<file path="config.mk">
export PLATFORM = sky130hd
export DESIGN_NAME = clc_core
export DESIGN_NICKNAME = d
export VERILOG_FILES = /design/src/rtl/clc_pkg.sv /design/src/rtl/clc_rst_sync.sv /design/src/rtl/clc_gate_func.sv /design/src/rtl/clc_state.sv /design/src/rtl/clc_out_irq.sv /design/src/rtl/clc_core.sv
export SDC_FILE = /design/constraint.sdc
export NUM_CORES = 1
export LEC_CHECK = 0
export BUFFER_PORTS_ARGS = -buffer_cell sky130_fd_sc_hd__buf_2
export CORE_AREA = 4 4 41 43
export DETAILED_ROUTE_END_ITERATION = 6
export DIE_AREA = 0 0 45 47
export RECOVER_POWER = 100
export REMOVE_ABC_BUFFERS = 1
export SLEW_MARGIN = 15
export SYNTH_ARGS = -nofsm -noshare
export SYNTH_HDL_FRONTEND = slang
export SYNTH_HIERARCHICAL = 1
export SYNTH_SLANG_ARGS = --single-unit
export TNS_END_PERCENT = 1
</file>
<file path="constraint.sdc">
create_clock -name clk -period 1.6 [get_ports clk]
set_clock_uncertainty 0.2 [all_clocks]
set_input_delay 0.32 -clock clk [delete_from_list [all_inputs] [get_ports clk]]
set_output_delay 0.32 -clock clk [all_outputs]
set_load 0.02 [all_outputs]
</file>
<file path="src/rtl/clc_pkg.sv">
package clc_pkg;
  localparam int GATES     = 4;
  localparam int MODE_W    = 3;
  localparam int RST_STAGE = 2;

  typedef enum logic [MODE_W-1:0] {
    MD_ANDOR   = 3'd0,
    MD_ORXOR   = 3'd1,
    MD_AND4    = 3'd2,
    MD_SRLAT   = 3'd3,
    MD_DFF_SR  = 3'd4,
    MD_DFF2_R  = 3'd5,
    MD_JKFF_R  = 3'd6,
    MD_DLAT_SR = 3'd7
  } clc_mode_e;
endpackage

</file>
<file path="src/rtl/clc_rst_sync.sv">
module clc_rst_sync #(
  parameter int STAGES = 2
) (
  input  logic clk,
  input  logic rst_n,
  output logic rst_sync_n
);
  logic [STAGES-1:0] sh_q;
  logic [STAGES-1:0] sh_d;

  generate
    if (STAGES == 1) begin : g_one
      always_comb sh_d = 1'b1;
    end else begin : g_many
      always_comb sh_d = {sh_q[STAGES-2:0], 1'b1};
    end
  endgenerate

  always_ff @(posedge clk or negedge rst_n) begin
    if (!rst_n) sh_q <= '0;
    else        sh_q <= sh_d;
  end

  assign rst_sync_n = sh_q[STAGES-1];
endmodule

</file>
<file path="src/rtl/clc_gate_func.sv">
module clc_gate_func
  import clc_pkg::*;
(
  input  logic [GATES-1:0] gate_in,
  input  logic [GATES-1:0] gate_pol,
  input  clc_mode_e        mode,
  input  logic             state_q,
  output logic [GATES-1:0] gates,
  output logic             cell_val
);
  // polarity per gate
  genvar gi;
  generate
    for (gi = 0; gi < GATES; gi++) begin : g_pol
      assign gates[gi] = gate_in[gi] ^ gate_pol[gi];
    end
  endgenerate

  always_comb begin
    unique case (mode)
      MD_ANDOR: cell_val = (gates[0] & gates[1]) | (gates[2] & gates[3]);
      MD_ORXOR: cell_val = (gates[0] | gates[1]) ^ (gates[2] | gates[3]);
      MD_AND4:  cell_val = &gates;
      default:  cell_val = state_q;
    endcase
  end
endmodule

</file>
<file path="src/rtl/clc_state.sv">
module clc_state
  import clc_pkg::*;
(
  input  logic             clk,
  input  logic             rst_n,
  input  logic             cell_en,
  input  logic             clr,
  input  clc_mode_e        mode,
  input  logic [GATES-1:0] gates,
  output logic             state_q
);
  logic g1_prev_q;
  logic q_nxt;
  logic q_we;
  logic clk_rise;
  logic s_in, r_in;

  assign clk_rise = gates[0] & ~g1_prev_q;
  assign q_we     = cell_en | clr;

  always_comb begin
    q_nxt = state_q;
    s_in  = 1'b0;
    r_in  = 1'b0;
    if (!cell_en) begin
      if (clr) q_nxt = 1'b0;
    end else begin
      unique case (mode)
        MD_SRLAT: begin
          s_in = gates[0] | gates[1];
          r_in = gates[2] | gates[3];
          if (r_in)      q_nxt = 1'b0;
          else if (s_in) q_nxt = 1'b1;
        end
        MD_DFF_SR: begin
          if (gates[2])      q_nxt = 1'b0;
          else if (gates[3]) q_nxt = 1'b1;
          else if (clk_rise) q_nxt = gates[1];
        end
        MD_DFF2_R: begin
          if (gates[2])      q_nxt = 1'b0;
          else if (clk_rise) q_nxt = gates[1] & gates[3];
        end
        MD_JKFF_R: begin
          if (gates[2]) q_nxt = 1'b0;
          else if (clk_rise) begin
            unique case ({gates[1], gates[3]})
              2'b10:   q_nxt = 1'b1;
              2'b01:   q_nxt = 1'b0;
              2'b11:   q_nxt = ~state_q;
              default: q_nxt = state_q;
            endcase
          end
        end
        MD_DLAT_SR: begin
          if (gates[2])      q_nxt = 1'b0;
          else if (gates[3]) q_nxt = 1'b1;
          else if (gates[0]) q_nxt = gates[1];
        end
        default: q_nxt = state_q;
      endcase
    end
  end

  always_ff @(posedge clk or negedge rst_n) begin
    if (!rst_n) begin
      g1_prev_q <= 1'b0;
      state_q   <= 1'b0;
    end else begin
      g1_prev_q <= gates[0];
      if (q_we) state_q <= q_nxt;
    end
  end
endmodule

</file>
<file path="src/rtl/clc_out_irq.sv">
module clc_out_irq (
  input  logic clk,
  input  logic rst_n,
  input  logic cell_en,
  input  logic out_inv,
  input  logic cell_val,
  input  logic pin_en,
  input  logic rise_en,
  input  logic fall_en,
  input  logic clr,
  output logic lc_q,
  output logic pin_out,
  output logic irq_q
);
  logic lc_prev_q;
  logic lc_nxt;
  logic irq_nxt;
  logic rise_evt, fall_evt;

  assign lc_nxt   = cell_en & (cell_val ^ out_inv);
  assign rise_evt = lc_q & ~lc_prev_q;
  assign fall_evt = ~lc_q & lc_prev_q;
  assign irq_nxt  = (irq_q & ~clr) | (rise_en & rise_evt) | (fall_en & fall_evt);

  always_ff @(posedge clk or negedge rst_n) begin
    if (!rst_n) begin
      lc_q      <= 1'b0;
      lc_prev_q <= 1'b0;
      irq_q     <= 1'b0;
    end else begin
      lc_q      <= lc_nxt;
      lc_prev_q <= lc_q;
      irq_q     <= irq_nxt;
    end
  end

  assign pin_out = pin_en & lc_q;
endmodule

</file>
<file path="src/rtl/clc_core.sv">
module clc_core
  import clc_pkg::*;
(
  input  logic             clk,
  input  logic             rst_n,
  input  logic [GATES-1:0] gate_in,
  input  logic [GATES-1:0] gate_pol,
  input  logic             cell_en,
  input  logic [MODE_W-1:0] mode,
  input  logic             out_inv,
  input  logic             pin_en,
  input  logic             irq_rise_en,
  input  logic             irq_fall_en,
  input  logic             irq_clr,
  output logic             pin_out,
  output logic             out_status,
  output logic             irq_flag
);
  logic             rst_sync_n;
  logic [GATES-1:0] gates;
  logic             cell_val;
  logic             state_q;
  clc_mode_e        mode_e;

  assign mode_e = clc_mode_e'(mode);

  clc_rst_sync #(.STAGES(RST_STAGE)) u_rst (
    .clk        (clk),
    .rst_n      (rst_n),
    .rst_sync_n (rst_sync_n)
  );

  clc_gate_func u_func (
    .gate_in  (gate_in),
    .gate_pol (gate_pol),
    .mode     (mode_e),
    .state_q  (state_q),
    .gates    (gates),
    .cell_val (cell_val)
  );

  clc_state u_state (
    .clk     (clk),
    .rst_n   (rst_sync_n),
    .cell_en (cell_en),
    .clr     (irq_clr),
    .mode    (mode_e),
    .gates   (gates),
    .state_q (state_q)
  );

  clc_out_irq u_out (
    .clk      (clk),
    .rst_n    (rst_sync_n),
    .cell_en  (cell_en),
    .out_inv  (out_inv),
    .cell_val (cell_val),
    .pin_en   (pin_en),
    .rise_en  (irq_rise_en),
    .fall_en  (irq_fall_en),
    .clr      (irq_clr),
    .lc_q     (out_status),
    .pin_out  (pin_out),
    .irq_q    (irq_flag)
  );
endmodule

</file>
==> results of run 1 <==
==> synthesized netlist by cell type (all sizes together) <==
cell,n
o21ai,2
inv,3
dfrtp,7
nor4,1
a2111oi,1
a21oi,5
nand3b,2
nand2b,5
a311o,1
xor2,5
maj3,1
o211ai,1
o32ai,1
nor2,5
a211oi,3
nand2,5
o221ai,1
and2,2
conb,1
or4,1
nor2b,2
==> cell type report <==
type / instances / area [um2]
repair buffers: 31 / 194
clock buffers: 4 / 26.3
fillers: 127 / 523
inverters: 3 / 11.3
flip-flops and latches: 7 / 175
well taps: 15 / 18.8
multi-input cells: 45 / 353
==> state kept, by name (all words and copies together) (netlist names) <==
register and cells:
u_out/lc_prev_q 1, u_out/irq_q 1, u_rst/sh_q 2, u_out/lc_q 1, u_state/g1_prev_q 1, u_state/state_q 1
==> metal layers <==
metal | vias up | wire length (um)
li1 | 261 | -
met1 | 224 | 481
met2 | 15 | 596
met3 | 0 | 77
met4 | 0 | 0
met5 | - | 0
==> power breakdown <==
group	internal, mW	switching, mW	total (mW)
Combinational	0.102	0.104	0.206
Sequential	0.198	0.0109	0.209
Clock	0.0952	0.0647	0.160
Total	0.395	0.180	0.575
==> timing repair <==
action,in CTS,in global routing
resized for setup,8,2
buffers inserted,2,0
setup endpoints to repair,2,2
endpoints found under the hold margin,7,0
hold buffers,2,0
pin swaps,7,1
==> worst paths after layout <==
check / from / slack [ns] / endpoint / cells after the start
hold / removal: cell_en / 0.1 / u_out/lc_q$_DFF_PN0_ / 2
setup / recovery: gate_in[3] / -0.12 / u_out/lc_q$_DFF_PN0_ / 7
max in group asynchronous: u_rst/sh_q[1]$_DFF_PN0_ / 0.60 / u_state/state_q$_DFFE_PN0P_ / 1
setup reg to reg: u_state/g1_prev_q$_DFF_PN0_ / 0.23 / u_state/state_q$_DFFE_PN0P_ / 5
hold reg to reg: u_rst/sh_q[0]$_DFF_PN0_ / 0.15 / u_rst/sh_q[1]$_DFF_PN0_ / 0
min in group asynchronous: rst_n / 0.18 / u_rst/sh_q[0]$_DFF_PN0_ / 2
==> through the flow <==
stage          TNS [ns]  power, mW  setup WS (ns)  hold WS, ns  std cells
2_1_floorplan    -0.464      0.308         -0.330       -0.176         55
3_3_place_gp     -0.715      0.385         -0.429       -0.124         97
3_5_place_dp     -0.768      0.386         -0.441       -0.120         97
4_1_cts          -0.246      0.576         -0.144       0.0962        105
5_1_grt          -0.290      0.627         -0.151       0.0828        105
6_report         -0.215      0.575         -0.122       0.0991        105
==> worst reg2reg max path, cell delays in order (launching register included) <==
cell and delay (ns):
dfrtp_1 0.31, nand2b_1 0.11, nand3b_1 0.07, a211oi_1 0.36, a21oi_1 0.10, o32ai_2 0.14
==> cell families (layout without fill, tap and decap cells) <==
kind of cell | Yosys count | after routing | synth area share
flops | 7 | 7 | 0.363
buf+inv | 3 | 38 | 0.0233
fa+ha+maj | 1 | 1 | 0.0233
other cells | 1 | 1 | 0.00776
xor+xnor | 5 | 5 | 0.0907
simple gates | 23 | 23 | 0.259
compound gates | 15 | 15 | 0.233
==> flow_summary.yaml, run 1 <==
clock_tree:
  cts_htree_levels: 1
  clkSlewWorstSetupHoldPaths_ns: 0.05
  clockBufferDepth: 2
  ctsRootBufferMaster: "clkbuf_4"
  cts_made_buffers: 3
  clk_latency_ns: 0.25
  cts_tree: "done"
  clock-sinks: 7
routing:
  drt-total-wl_mm: 1.16
  drc: 0
  routed-via-count: 500
  wl_per_cell_um: 11.0
  dr.pass1.iters: 4
  drtAntennaViolNets: 0
  drtIter0Drc: 14
  viasPerCell: 4.76
critical_path:
  cp-start-kind: "input pin"
  worst-path-max-fanout: 3
  crit_family: "simple AND/OR/NAND/NOR gates"
  arrival_ns: 1.66
  critPathSlowestCell: "or4_4"
  cpPeakStageDelay_ns: 0.54
  cp_num_buf_inv: 1
  critical_path_class: "in -> reg"
  cpMostUsedCell: "a211oi_2"
  endpoint_kind: "flop"
  cp.required_ns: 1.54
  crit_chain: "buf_6, xor2_2, or4_4, a211oi_2, a211oi_2, xor2_1, and2_1"
yosys:
  yosys_warnings: 6
  synth_area_um2: 483
  ys_ff_latch: 7
  ys_seq_area_frac: 0.363
  yosysTopAreaCellShare: 0.363
  yosysUniqueCellTypes: 24
  avgSynthCellArea_um2: 8.78
  synthesis.instances: 55
  yosys-top-cells-area: "dfrtp_1 (36%), xor2_1 (9.1%), nand2b_1 (6.5%)"
  synth_top_cell_by_area: "dfrtp_1"
grt:
  grt_pass1_wl_mm: 1.93
  busiest_layer: "met2"
  grt_usage: 0.128
  grt_max_degree: 9
  grt_overflow_total: 0
  grt_use_met2: 0.220
  grt_pass1_vias: 490
  grt_antenna_before_repair: 0
  gr-usage-met1: 0.141
  grt_util_met3: 0.0613
placed_design:
  portBuffers: 21
  dp_hpwl_um: 851
  place_area_um2: 652
  gp_congestion: 0.748
power_and_ir_drop:
  vdd_drop_max_uv: 810
  power_leakage_nw: 0.344
  power.density_mw_per_mm2: 739
layout:
  final_common_cell: "buf_2"
  num_antenna_cells: 0
  final_cell_mix: "buf_2 (15), buf_4 (8), dfrtp_1 (7)"
  final_area_um2: 778
  drive_above_1_share: 0.456
  num-nets-final: 110
  area_growth_pct: 61.1
  post-route-util: 0.598
hold_path:
  hold_path.class: "in -> reg"
floorplanning:
  coreArea_mm2: 0.00130
  initial_core_util: 0.371
  die_area_mm2: 0.00212
  ios: 22
  die_x_um: 45
  dieHeight_um: 47
  placementRows: 13
timing:
  finalWorstSetupSlack_ns: -0.122
  min_period_ns: 1.72
  fmax_mhz: 581
  timing.final.max_slew_violations: 0
  period_share: 1.08
  rsz0062_at_grt: "yes"
  hold_viol: 0
  finalSetupViolCount: 2
run_status:
  violations: "negative setup slack"
  outcome: "finished with violations"
flow_run:
  drv_cap: 0
Note: power is estimated with default switching activity, not from simulation.
==> run 2, diff against run 1 <==
CELL_PAD_IN_SITES_DETAIL_PLACEMENT = 0   (was default)
CELL_PAD_IN_SITES_GLOBAL_PLACEMENT = 1   (was default)
CORE_AREA = 4 4 44 46   (was 4 4 41 43)
CTS_CLUSTER_DIAMETER = 100   (was default)
DIE_AREA = 0 0 48 50   (was 0 0 45 47)
PLACE_DENSITY_LB_ADDON = 0.1   (was default)
==> flow_summary.yaml, run 2 (same netlist as run 1, synthesis figures left out) <==
routing:
  drtIter0Drc: 5
  drtAntennaViolNets: 0
  viasPerCell: 4.79
  drt-total-wl_mm: 1.26
  wl_per_cell_um: 11.4
  drc: 0
  routed-via-count: 532
  dr.pass1.iters: 4
clock_tree:
  cts_tree: "done"
  cts_htree_levels: 1
  ctsRootBufferMaster: "clkbuf_4"
  clkSlewWorstSetupHoldPaths_ns: 0.05
  clock-sinks: 7
  clockBufferDepth: 2
  cts_made_buffers: 3
  clk_latency_ns: 0.25
layout:
  final_area_um2: 821
  fill_cells: 149
  largest-register: "u_rst/sh_q"
  largest_reg_flops: 2
  post-route-util: 0.545
  num-nets-final: 115
  final_cell_mix: "buf_2 (14), buf_4 (13), dfrtp_1 (7)"
  area_growth_pct: 69.9
  num_antenna_cells: 0
  finalNonFillerCells: 111
  final_common_cell: "buf_2"
  drive_above_1_share: 0.474
power_and_ir_drop:
  power.density_mw_per_mm2: 718
  power_mw: 0.589
  pwr-share-seq: 0.357
  p_int_mw: 0.407
  p_switching_mw: 0.182
  p_comb_frac: 0.370
  power_leakage_nw: 0.370
  power_frac_clock: 0.272
  swShare: 0.308
  vdd_drop_max_uv: 686
placed_design:
  gp_congestion: 0.683
  place_ws_ns: -0.455
  dp_hpwl_um: 973
  place_inst: 102
  place_area_um2: 683
  portBuffers: 21
timing:
  finalSetupViolCount: 2
  hold_viol: 0
  rsz0062_at_grt: "yes"
  period_share: 1.08
  hold-worst-slack_ns: 0.0985
  tns_ns: -0.187
  fmax_mhz: 578
  finalWorstSetupSlack_ns: -0.130
  timing.final.max_slew_violations: 0
  min_period_ns: 1.73
critical_path:
  cpMostUsedCell: "a211oi_2"
  worst-path-max-fanout: 4
  critPathSlowestCell: "or4_4"
  cp.required_ns: 1.54
  cp-start-kind: "input pin"
  arrival_ns: 1.67
  endpoint_kind: "flop"
  crit_chain: "buf_8, xor2_4, or4_4, a211oi_2, a211oi_2, xor2_1, and2_1"
  critical_path_class: "in -> reg"
  cpPeakStageDelay_ns: 0.51
run_status:
  violations: "negative setup slack"
  outcome: "finished with violations"
grt:
  grt_antenna_before_repair: 0
  grt_pass1_wl_mm: 2.14
  grt_max_degree: 9
  grt_pass1_vias: 502
  grt_usage: 0.125
  grt_overflow_total: 0
floorplanning:
  ios: 22
  die_area_mm2: 0.00240
  dieHeight_um: 50
  coreArea_mm2: 0.00151
  placementRows: 14
  die_x_um: 48
  initial_core_util: 0.321
flow_run:
  drv_cap: 0
hold_path:
  hold_path.class: "in -> reg"
==> run 2: changes by cell type in the layout (fill, tap and decap cells not counted), sizes merged <==
| cell | change |
|---|---|
| buf | +5 |
==> run 2: timing repair <==
action	4_1_cts	5_1_grt
gates cloned	0	0
hold buffers	2	0
pin swaps	7	2
hold endpoints to repair	7	0
setup endpoints to repair	2	2
resized for setup	12	0
buffers inserted	2	1
==> run 2: power groups by stage <==
stage / logic (mW) / clock network, mW / registers, mW
3_5_place_dp: 0.184 / 0 / 0.216
3_3_place_gp: 0.183 / 0 / 0.216
6_report: 0.218 / 0.160 / 0.210
4_1_cts: 0.219 / 0.166 / 0.211
5_1_grt: 0.243 / 0.179 / 0.213
2_1_floorplan: 0.0844 / 0 / 0.224
==> run 2: layer usage <==
layer,GRT usage,routed length (um)
met2,0.189,635
met1,0.162,514
met5,0,0
met4,0.0269,12
met3,0.0545,100
==> run 2: cell type report <==
cell class | instances | area (um2) | share of cell area
inverter | 3 | 11.3 | 0.0137
sequential | 7 | 175 | 0.213
timing repair buffer | 36 | 241 | 0.294
tap | 16 | 20.0 | 0.0244
clock buffer | 4 | 26.3 | 0.0320
multi-input combinational | 45 | 347 | 0.422
==> run 2: path summary, 6_finish.rpt <==
path / depth (start not counted) / to / start / slack (ns)
setup / recovery: 7 / u_out/lc_q$_DFF_PN0_ / gate_in[1] / -0.13
hold / removal: 2 / u_out/lc_q$_DFF_PN0_ / cell_en / 0.1
setup reg to reg: 4 / u_state/state_q$_DFFE_PN0P_ / u_state/g1_prev_q$_DFF_PN0_ / 0.24
hold reg to reg: 0 / u_rst/sh_q[1]$_DFF_PN0_ / u_rst/sh_q[0]$_DFF_PN0_ / 0.16
max in group asynchronous: 1 / u_out/lc_q$_DFF_PN0_ / u_rst/sh_q[1]$_DFF_PN0_ / 0.58
min in group asynchronous: 2 / u_rst/sh_q[0]$_DFF_PN0_ / rst_n / 0.19
==> run 2: worst max-delay path: cells and delay by family <==
family	cells	cell delay, ns
xor gates and xnor gates	2	0.34
AOI/OAI and AO/OA	2	0.27
buffers and inverters	1	0.10
and+or+nand+nor	2	0.64
==> run 3, diff against run 2 <==
CORE_AREA = 2 2 42 44   (was 4 4 44 46)
DIE_AREA = 0 0 44 46   (was 0 0 48 50)
clock period = 2 ns   (was 1.6 ns; I/O delays follow)
==> flow_summary.yaml, run 3 (same netlist as run 1, synthesis figures left out) <==
run_status:
  outcome: "complete, no violations"
placed_design:
  portBuffers: 21
  gp_congestion: 0.715
  place_area_um2: 639
  dp_hpwl_um: 925
flow_run:
  drv_cap: 0
critical_path:
  reg2reg_depth: 4
  cp-start-kind: "input pin"
  endpoint_kind: "flop"
  crit_family: "simple AND/OR/NAND/NOR gates"
  critPathSlowestCell: "or4_1"
  crit_start: "gate_pol[1]"
  crit_cells: 7
  critical_path_class: "in -> reg"
  crit_end: "u_out/lc_q$_DFF_PN0_"
  arrival_ns: 1.80
  worst-path-max-fanout: 3
  cp.required_ns: 1.93
  r2r_start: "u_state/g1_prev_q$_DFF_PN0_"
  cp_num_buf_inv: 1
  crit_chain: "buf_2, xor2_1, or4_1, a211oi_1, a211oi_1, xor2_1, and2_1"
  rr_endpoint: "u_state/state_q$_DFFE_PN0P_"
  reg2reg_slack_ns: 0.68
  cpPeakStageDelay_ns: 0.52
floorplanning:
  ios: 22
  placementRows: 15
  initial_core_util: 0.299
  coreArea_mm2: 0.00161
  dieHeight_um: 46
  die_area_mm2: 0.00202
  die_x_um: 44
clock_tree:
  clk_latency_ns: 0.24
  clockBufferDepth: 2
  cts_tree: "done"
  cts_htree_levels: 1
  ctsRootBufferMaster: "clkbuf_4"
  postCtsSetupRepairBufs: 0
  clock-sinks: 7
  clkSlewWorstSetupHoldPaths_ns: 0.05
  cts_made_buffers: 3
grt:
  grt_usage: 0.129
  grt_pass1_wl_mm: 1.83
  grt_antenna_before_repair: 0
  grt_pass1_vias: 460
  grt_max_degree: 9
  grt_overflow_total: 0
routing:
  drt-total-wl_mm: 1.09
  drc: 0
  routed-via-count: 501
  drtAntennaViolNets: 0
  wl_met3_um: 62
  dr.pass1.iters: 4
  wl_per_cell_um: 10.6
  wl_met1_um: 507
  wl_met2_um: 506
  drtIter0Drc: 4
  viasPerCell: 4.86
  routed.top_layer: "met4"
timing:
  rsz0062_at_grt: "no"
  period_share: 0.934
  fmax_mhz: 535
  finalSetupViolCount: 0
  min_period_ns: 1.87
  hold_viol: 0
  timing.final.max_slew_violations: 0
layout:
  largest_reg_flops: 2
  largest-register: "u_rst/sh_q"
  multi_input_area_um2: 292
  drive_above_1_share: 0.314
  final_area_um2: 672
  final_common_cell: "buf_2"
  regArea_um2: 175
  fill_cells: 186
  final_cell_mix: "buf_2 (17), dfrtp_1 (7), clkbuf_1 (6)"
  num-nets-final: 106
  num_antenna_cells: 0
  area_growth_pct: 39.1
power_and_ir_drop:
  power_mw: 0.426
  vdd_drop_max_uv: 444
  power_leakage_nw: 0.302
  power.density_mw_per_mm2: 634
hold_path:
  min_from: "u_rst/sh_q[0]$_DFF_PN0_"
  hold_path.class: "reg -> reg"
## run 3: cell count changes in the layout (fill, tap and decap cells not counted), moves of 3 or more
cell    delta
xor2_2     -3
buf_4     -10
xor2_1     +4
buf_2      +3
## run 3: through the flow
stage	util	setup TNS, ns	instances	setup slack [ns]	hold WS, ns
floorplan	-	-0.00967	55	-0.00967	-0.146
CTS	0.425	0	103	0.152	0.152
global route	0.416	0	103	0.0620	0.167
finish	0.416	0	103	0.132	0.148
detailed placement	0.396	-0.114	97	-0.114	-0.115
global placement	0.396	-0.0808	97	-0.0808	-0.118
## run 3: final cells by class
| type | instances | area share |
|---|---|---|
| Multi-Input combinational cell | 45 | 0.434 |
| Inverter | 3 | 0.0168 |
| Timing Repair Buffer | 27 | 0.218 |
| Sequential cell | 7 | 0.261 |
| Tap cell | 17 | 0.0317 |
| Clock buffer | 4 | 0.0391 |
## run 3: repair_timing
action / in CTS / in global routing
hold buffers: 2 / 0
resized for setup: 0 / 0
endpoints found under the hold margin: 7 / 0
## run 3: power by group
part / switching (mW) / internal, mW
registers: 0.0101 / 0.159
logic: 0.0717 / 0.0605
clock network: 0.0491 / 0.0759
total: 0.131 / 0.295
## run 3: worst min-delay path by stage
stage                                   to  slack, ns  cells after the start
2_1_floorplan        u_out/irq_q$_DFF_PN0_      -0.15                      0
3_3_place_gp          u_out/lc_q$_DFF_PN0_      -0.12                      0
3_5_place_dp   u_state/g1_prev_q$_DFF_PN0_      -0.12                      0
4_1_cts            u_rst/sh_q[1]$_DFF_PN0_       0.15                      0
5_1_grt            u_rst/sh_q[1]$_DFF_PN0_       0.17                      0
6_report           u_rst/sh_q[1]$_DFF_PN0_       0.15                      0
## run 3: metal layers
metal | vias up | global-route usage
met1 | 224 | 0.143
met5 | - | 0
met4 | 0 | 0.0364
met2 | 17 | 0.221
li1 | 258 | -
met3 | 2 | 0.0595
